$ cat src/rtl/ctlbus_pkg.sv
package ctlbus_pkg;

    typedef enum logic [3:0] {
        ST_IDLE,
        ST_ADDR,
        ST_AACK,
        ST_SUB,
        ST_SACK,
        ST_WR,
        ST_WACK,
        ST_RD,
        ST_RACK
    } bus_st_e;

    typedef struct packed {
        bus_st_e    st;
        logic [3:0] cnt;
        logic [7:0] sh;
        logic [7:0] ptr;
        logic       rw;
        logic       mack;
        logic       drive;
        logic       wr_en;
        logic [7:0] wr_addr;
        logic [7:0] wr_data;
        logic       rd_done;
    } fsm_s;

endpackage

$ cat src/rtl/ctlbus_pinsync.sv
module ctlbus_pinsync #(
    parameter int STAGES = 2
) (
    input  logic clk,
    input  logic rst_n,
    input  logic scl_i,
    input  logic sda_i,
    output logic scl_s,
    output logic sda_s,
    output logic scl_rise,
    output logic scl_fall,
    output logic start_ev,
    output logic stop_ev
);
    typedef struct packed {
        logic [STAGES-1:0] scl_pipe;
        logic [STAGES-1:0] sda_pipe;
        logic              scl_prev;
        logic              sda_prev;
    } sync_s;

    sync_s q, d;

    always_comb begin
        d          = q;
        d.scl_pipe = {q.scl_pipe[STAGES-2:0], scl_i};
        d.sda_pipe = {q.sda_pipe[STAGES-2:0], sda_i};
        d.scl_prev = q.scl_pipe[STAGES-1];
        d.sda_prev = q.sda_pipe[STAGES-1];
    end

    always_ff @(posedge clk or negedge rst_n) begin
        if (!rst_n) q <= '1;
        else        q <= d;
    end

    assign scl_s    = q.scl_pipe[STAGES-1];
    assign sda_s    = q.sda_pipe[STAGES-1];
    assign scl_rise = scl_s & ~q.scl_prev;
    assign scl_fall = ~scl_s & q.scl_prev;
    assign start_ev = scl_s & q.scl_prev & q.sda_prev & ~sda_s;
    assign stop_ev  = scl_s & q.scl_prev & ~q.sda_prev & sda_s;
endmodule

$ cat src/rtl/ctlbus_fsm.sv
module ctlbus_fsm
    import ctlbus_pkg::*;
#(
    parameter logic [6:0] DEV_ADDR = 7'h45,
    parameter logic [7:0] LAST_SUB = 8'h13
) (
    input  logic       clk,
    input  logic       rst_n,
    input  logic       sda_s,
    input  logic       scl_rise,
    input  logic       scl_fall,
    input  logic       start_ev,
    input  logic       stop_ev,
    input  logic [7:0] status,
    output logic       sda_oe,
    output logic       wr_en,
    output logic [7:0] wr_addr,
    output logic [7:0] wr_data,
    output logic       rd_done
);
    fsm_s q, d;

    always_comb begin
        d         = q;
        d.wr_en   = 1'b0;
        d.rd_done = 1'b0;
        if (stop_ev) begin
            d.st    = ST_IDLE;
            d.drive = 1'b0;
        end else if (start_ev) begin
            d.st    = ST_ADDR;
            d.cnt   = 4'd0;
            d.drive = 1'b0;
        end else begin
            unique case (q.st)
                ST_ADDR, ST_SUB, ST_WR: begin
                    if (scl_rise && q.cnt < 4'd8) begin
                        d.sh  = {q.sh[6:0], sda_s};
                        d.cnt = q.cnt + 4'd1;
                    end else if (scl_fall && q.cnt == 4'd8) begin
                        if (q.st == ST_ADDR) begin
                            if (q.sh[7:1] == DEV_ADDR) begin
                                d.rw    = q.sh[0];
                                d.drive = 1'b1;
                                d.st    = ST_AACK;
                            end else begin
                                d.st = ST_IDLE;
                            end
                        end else if (q.st == ST_SUB) begin
                            d.ptr   = q.sh;
                            d.drive = 1'b1;
                            d.st    = ST_SACK;
                        end else begin
                            d.wr_en   = 1'b1;
                            d.wr_addr = q.ptr;
                            d.wr_data = q.sh;
                            d.drive   = 1'b1;
                            d.st      = ST_WACK;
                            if (q.ptr < LAST_SUB) d.ptr = q.ptr + 8'd1;
                        end
                    end
                end
                ST_AACK: begin
                    if (scl_fall) begin
                        d.cnt = 4'd0;
                        if (q.rw) begin
                            d.st    = ST_RD;
                            d.sh    = status;
                            d.drive = ~status[7];
                        end else begin
                            d.st    = ST_SUB;
                            d.drive = 1'b0;
                        end
                    end
                end
                ST_SACK, ST_WACK: begin
                    if (scl_fall) begin
                        d.drive = 1'b0;
                        d.cnt   = 4'd0;
                        d.st    = ST_WR;
                    end
                end
                ST_RD: begin
                    if (scl_rise && q.cnt < 4'd8) begin
                        d.cnt = q.cnt + 4'd1;
                    end else if (scl_fall) begin
                        if (q.cnt == 4'd8) begin
                            d.drive = 1'b0;
                            d.st    = ST_RACK;
                        end else if (q.cnt != 4'd0) begin
                            d.drive = ~q.sh[3'd7 - q.cnt[2:0]];
                        end
                    end
                end
                ST_RACK: begin
                    if (scl_rise) begin
                        d.mack    = ~sda_s;
                        d.rd_done = 1'b1;
                    end else if (scl_fall) begin
                        if (q.mack) begin
                            d.st    = ST_RD;
                            d.cnt   = 4'd0;
                            d.sh    = status;
                            d.drive = ~status[7];
                        end else begin
                            d.st = ST_IDLE;
                        end
                    end
                end
                default: d.drive = 1'b0;
            endcase
        end
    end

    always_ff @(posedge clk or negedge rst_n) begin
        if (!rst_n) begin
            q    <= '0;
            q.st <= ST_IDLE;
        end else begin
            q <= d;
        end
    end

    assign sda_oe  = q.drive;
    assign wr_en   = q.wr_en;
    assign wr_addr = q.wr_addr;
    assign wr_data = q.wr_data;
    assign rd_done = q.rd_done;
endmodule

$ cat src/rtl/ctlbus_regstore.sv
module ctlbus_regstore #(
    parameter int NREG = 20
) (
    input  logic              clk,
    input  logic              rst_n,
    input  logic              wr_en,
    input  logic [7:0]        wr_addr,
    input  logic [7:0]        wr_data,
    input  logic              rd_done,
    input  logic              defl_fault,
    input  logic              svid_sync,
    input  logic              sig_ident,
    output logic [7:0]        status,
    output logic [NREG*8-1:0] regs,
    output logic [NREG-1:0]   mask,
    output logic              por,
    output logic              all_written
);
    localparam int         IDXW   = $clog2(NREG);
    localparam logic [7:0] NREG_B = 8'(NREG);

    typedef struct packed {
        logic [NREG-1:0][7:0] regs;
        logic [NREG-1:0]      mask;
        logic                 por;
        logic                 pulse;
    } store_s;

    store_s q, d;

    always_comb begin
        d       = q;
        d.pulse = 1'b0;
        if (rd_done) d.por = 1'b0;
        if (wr_en && wr_addr < NREG_B) begin
            d.regs[wr_addr[IDXW-1:0]] = wr_data;
            d.mask[wr_addr[IDXW-1:0]] = 1'b1;
        end
        if (&d.mask) begin
            d.pulse = 1'b1;
            d.mask  = '0;
        end
    end

    always_ff @(posedge clk or negedge rst_n) begin
        if (!rst_n) begin
            q     <= '0;
            q.por <= 1'b1;
        end else begin
            q <= d;
        end
    end

    assign status      = {q.por, defl_fault, svid_sync, sig_ident, 4'b0000};
    assign regs        = q.regs;
    assign mask        = q.mask;
    assign por         = q.por;
    assign all_written = q.pulse;
endmodule

$ cat src/rtl/ctlbus_regbank.sv
module ctlbus_regbank #(
    parameter logic [6:0] DEV_ADDR    = 7'h45,
    parameter int         NREG        = 20,
    parameter int         SYNC_STAGES = 2
) (
    input  logic              clk,
    input  logic              rst_n,
    input  logic              scl_i,
    input  logic              sda_i,
    output logic              sda_oe_o,
    input  logic              defl_fault_i,
    input  logic              svid_sync_i,
    input  logic              sig_ident_i,
    output logic [NREG*8-1:0] regs_o,
    output logic              all_written_o
);
    localparam logic [7:0] LAST_SUB = 8'(NREG - 1);

    logic       scl_s, sda_s, scl_rise, scl_fall, start_ev, stop_ev;
    logic       wr_en, rd_done, por;
    logic [7:0] wr_addr, wr_data, status;
    logic [NREG-1:0] wr_mask;

    ctlbus_pinsync #(.STAGES(SYNC_STAGES)) sync_i (
        .clk(clk), .rst_n(rst_n), .scl_i(scl_i), .sda_i(sda_i),
        .scl_s(scl_s), .sda_s(sda_s), .scl_rise(scl_rise), .scl_fall(scl_fall),
        .start_ev(start_ev), .stop_ev(stop_ev)
    );

    ctlbus_fsm #(.DEV_ADDR(DEV_ADDR), .LAST_SUB(LAST_SUB)) fsm_i (
        .clk(clk), .rst_n(rst_n), .sda_s(sda_s), .scl_rise(scl_rise),
        .scl_fall(scl_fall), .start_ev(start_ev), .stop_ev(stop_ev),
        .status(status), .sda_oe(sda_oe_o), .wr_en(wr_en),
        .wr_addr(wr_addr), .wr_data(wr_data), .rd_done(rd_done)
    );

    ctlbus_regstore #(.NREG(NREG)) store_i (
        .clk(clk), .rst_n(rst_n), .wr_en(wr_en), .wr_addr(wr_addr),
        .wr_data(wr_data), .rd_done(rd_done), .defl_fault(defl_fault_i),
        .svid_sync(svid_sync_i), .sig_ident(sig_ident_i), .status(status),
        .regs(regs_o), .mask(wr_mask), .por(por), .all_written(all_written_o)
    );
endmodule

$ cat config.mk
export PLATFORM = sky130hd
export DESIGN_NAME = ctlbus_regbank
export DESIGN_NICKNAME = d
export VERILOG_FILES = /design/src/rtl/ctlbus_pkg.sv /design/src/rtl/ctlbus_pinsync.sv /design/src/rtl/ctlbus_fsm.sv /design/src/rtl/ctlbus_regstore.sv /design/src/rtl/ctlbus_regbank.sv
export SDC_FILE = /design/constraint.sdc
export NUM_CORES = 1
export LEC_CHECK = 0
export BUFFER_PORTS_ARGS = -buffer_cell sky130_fd_sc_hd__clkbuf_2
export CAP_MARGIN = 20
export CORE_MARGIN = 5
export CORE_UTILIZATION = 25
export CTS_CLUSTER_SIZE = 40
export DETAILED_ROUTE_END_ITERATION = 10
export HOLD_SLACK_MARGIN = 0.05
export PLACE_DENSITY = 0.41
export SLEW_MARGIN = 20
export SYNTH_ARGS = -nofsm -noshare
export SYNTH_HDL_FRONTEND = slang
export SYNTH_SLANG_ARGS = --single-unit
$ cat constraint.sdc
create_clock -name clk -period 6.3 [get_ports clk]
set_input_delay 1.575 -clock clk [delete_from_list [all_inputs] [get_ports clk]]
set_output_delay 1.575 -clock clk [all_outputs]
set_load 0.1 [all_outputs]
==> summary.md <==
| Metric | Value |
|---|---|
| Final Setup Violations | 0 |
| Xor and xnor area share after synthesis | 0.179% |
| # hold bufs at CTS | 0 |
| Largest stage delay, worst path | 0.88 ns |
| WP depth | 5 |
| Die span in y | 208 um |
| WHS Path Cells | 0 |
| Status | finished clean |
| Sequential area share after synthesis | 59.7% |
| Clk buf depth | 3 |
| ANT nets after route | 0 |
| Largest net degree at the start of global routing | 105 |
| Worst Path Arrival | 3.51 ns |
| Synth unique cells | 67 |
| Worst Skew | 0.0186 ns |
| Simple-gate share of the synthesized area | 8.25% |
| Total track usage | 12.8% |
| Reg2Reg Setup Slack | 3.17 ns |
| Mux cell area share after synthesis | 23.1% |
| H-tree lvl count | 1 |
| Worst-margin pin slew | 1.04 ns |
| Worst Path Max Fanout | 21 |
| Critical Path End Type | flop |
| Proportion of netlist area held by the largest area contributor | 57.8% |
| Num CTS Buffers | 29 |
| Post-Syn Area per Cell | 13.6 um2 |
| Period Utilization, post-route | 49.6% |
| CP bufs+invs | 0 |
| Yosys reg bits | 233 |
| # Post-CTS Setup Buffers | 0 |
| Vias in the first global route | 6781 |
| Top cells by area, synth | dfrtp_1 58%, mux2_2 22%, a21oi_1 2.3%, dfstp_2 1.9%, clkbuf_1 1.2% |
| Global-route wire length before repair | 44100 um |
| Worst vdd ir | 0.168 mV |
| DP HPWL | 18700 um |
| Total iterations of the first detailed-routing run | 4 |
| Drt total wl | 28100 um |
| Fin util | 31.2% |
| Post-synth EDFFs | 0 |
| Site row count | 72 |
| Slew Limit Headroom | 30.4% |
| Synth Warn # | 0 |
| Grt ovf | 0 |
| Maxcap violations | 0 |
| WP data required | 6.68 ns |
| Initial antenna violation count | 0 |
| GPL Wtd Cong | 0.774 |
| Cells along the critical path | nor4b_4 -> and3_1 -> o22ai_1 -> nor4_4 -> a21oi_1 |
| # nets final | 884 |
| CTS resizes | 0 |
| Top-count cell post-synth | dfrtp_1 |
| Core box area | 38600 um2 |
| Share of cells above drive strength 1 | 48.7% |
| I/O Buffers | 168 |
| Total number of vias | 6491 |
| Hold crit path type | flop to flop |
| Per-cell routed wire length | 19.9 um |
| CTS root buf | clkbuf_16 |
| Asr flop ratio synth | 100% |
| Drc violations | 0 |
| Post-synthesis compound-gate area fraction | 5.83% |
| Worst-Skew Late Latency | 0.56 ns |
| Syn nets | 729 |
| Die area | 43200 um2 |
| RSZ-0062 raised after global routing | false |
| Initial Util | 25.3% |
| Min Tclk post-route | 3.13 ns |
| Crit path max-delay family | simple AND/OR/NAND/NOR gates |
| Clk sink count | 233 |
| Antenna Cells | 0 |
| CP startpoint kind | flop |
| Reg clk slew, reported paths | 0.06 ns |
| Cell count after synthesis | 719 |
| Die X | 208 um |
| CTS tree | done |
| Adder-cell share of the synthesized area | 0.384% |
| Worst Setup Path Type | flop to flop |
| Static Leak | 6.10 nW |
| Most used DFF post-synth | dfrtp_1 |
| Area delta synth->final | 23.2% |
| Avg Vias per Cell | 4.60 |
| Fmax | 320 MHz |
| Area leader, netlist | dfrtp_1 |
| Synth Cell Area | 9790 um2 |
| Slowest CP cell | nor4_4 |
| Ports | 169 |
| Fin. Hold Viols | 0 |
| R2R depth | 5 |
| 1st-iter DRT viols | 277 |
| Final Max Tran Viols | 0 |
| PD cells | 308 nW/um2 |
| Largest family of logic cells by synthesized area | multiplexers |
| Setup TNS | 0 ns |
| Post-synth top cells | 226 x dfrtp_1, 191 x mux2_2, 44 x a21oi_1 |
## cell usage in the layout (no fill, tap or decap), drive strengths merged, types with 2 or more instances in the layout
cell,Yosys,final
nand2b,7,7
o22ai,4,4
dfstp,7,7
nand4,3,3
a31oi,17,17
nor4,8,8
and2,4,4
nor4b,4,4
a21boi,2,2
buf,22,10
nor2b,6,6
o21ai,7,7
or4,2,2
nand2,24,24
a2bb2oi,2,2
ha,3,3
or3b,2,2
dfrtp,226,226
nor3,11,11
mux2,191,191
mux4,2,2
inv,11,12
nand4bb,3,3
clkbuf,31,211
nand3,9,9
o31ai,3,3
and3b,2,2
nor3b,6,6
mux2i,6,6
clkinv,0,4
a21oi,44,44
o2bb2ai,2,2
nor2,14,14
and3,10,10
## kinds of logic (layout without fill, tap and decap cells)
family | count (synthesis) | count (layout)
AND/OR/NAND/NOR | 124 | 124
XOR/XNOR | 2 | 2
flip-flops | 233 | 233
multiplexers | 199 | 199
adder cells (fa/ha/maj) | 3 | 3
buffers and inverters | 64 | 238
AO/OA/AOI/OAI | 94 | 94
## per-stage QoR
stage	hold slack [ns]	instance area, um2	worst slack [ns]	instances	power, mW
final	0.354	12100	3.17	1411	3.71
after global routing	0.358	12100	2.90	1411	3.91
after CTS	0.355	12000	2.86	1410	3.77
after detailed placement	0.347	11100	2.91	1360	2.16
after global placement	0.346	11100	3.03	1360	2.17
after floorplan	0.344	9790	3.83	719	2.02
## where the power goes
| group | internal [mW] | switching (mW) | leakage [nW] |
|---|---|---|---|
| Sequential | 1.55 | 0.127 | 3.21 |
| Combinational | 0.208 | 0.255 | 2.46 |
| Clock | 0.942 | 0.630 | 0.440 |
## final timing paths
path | start | to
setup / recovery | fsm_i.wr_addr[6]$_DFFE_PN0P_ | store_i.mask[13]$_DFF_PN0_
hold / removal | sync_i.d[5]$_DFF_PN1_ | sync_i.scl_s$_DFF_PN1_
setup reg to reg | fsm_i.wr_addr[6]$_DFFE_PN0P_ | store_i.mask[13]$_DFF_PN0_
hold reg to reg | sync_i.d[5]$_DFF_PN1_ | sync_i.scl_s$_DFF_PN1_
max in group asynchronous | rst_n | fsm_i.q[40]$_DFFE_PN0P_
min in group asynchronous | rst_n | store_i.regs[81]$_DFFE_PN0P_
## area by class of cell
cell class / instances / area [um2]
Sequential cell: 233 / 5840
Tap cell: 518 / 648
Clock inverter: 6 / 62.6
Clock buffer: 44 / 832
Inverter: 11 / 41.3
Multi-Input combinational cell: 422 / 3710
Timing Repair Buffer: 177 / 918
Fill cell: 3943 / 26600
## flip-flops by register name, indices dropped and copies added (netlist names)
name and flops:
fsm_i.rd_done 1, store_i.all_written 1, sync_i.q 2, store_i.por 1
fsm_i.wr_en 1, fsm_i.sda_oe 1, sync_i.sda_s 1, store_i.mask 20
store_i.regs 160, fsm_i.wr_data 8, sync_i.d 2, fsm_i.wr_addr 8
sync_i.scl_s 1, fsm_i.q 26
## metal layers
layer / track usage, % / wire length [um] / up-vias
li1: - / - / 2919
met1: 18.1 / 13300 / 3359
met2: 19.4 / 12400 / 175
met3: 4.19 / 1890 / 38
met4: 2.40 / 475 / 0
met5: 0 / 0 / -
## worst reg2reg max path, stage by stage (launching register included)
cell and delay, ns:
dfrtp_1 0.42, nor4b_4 0.68, and3_1 0.56, o22ai_1 0.21, nor4_4 0.88, a21oi_1 0.19
(Power assumes the default switching activity.)
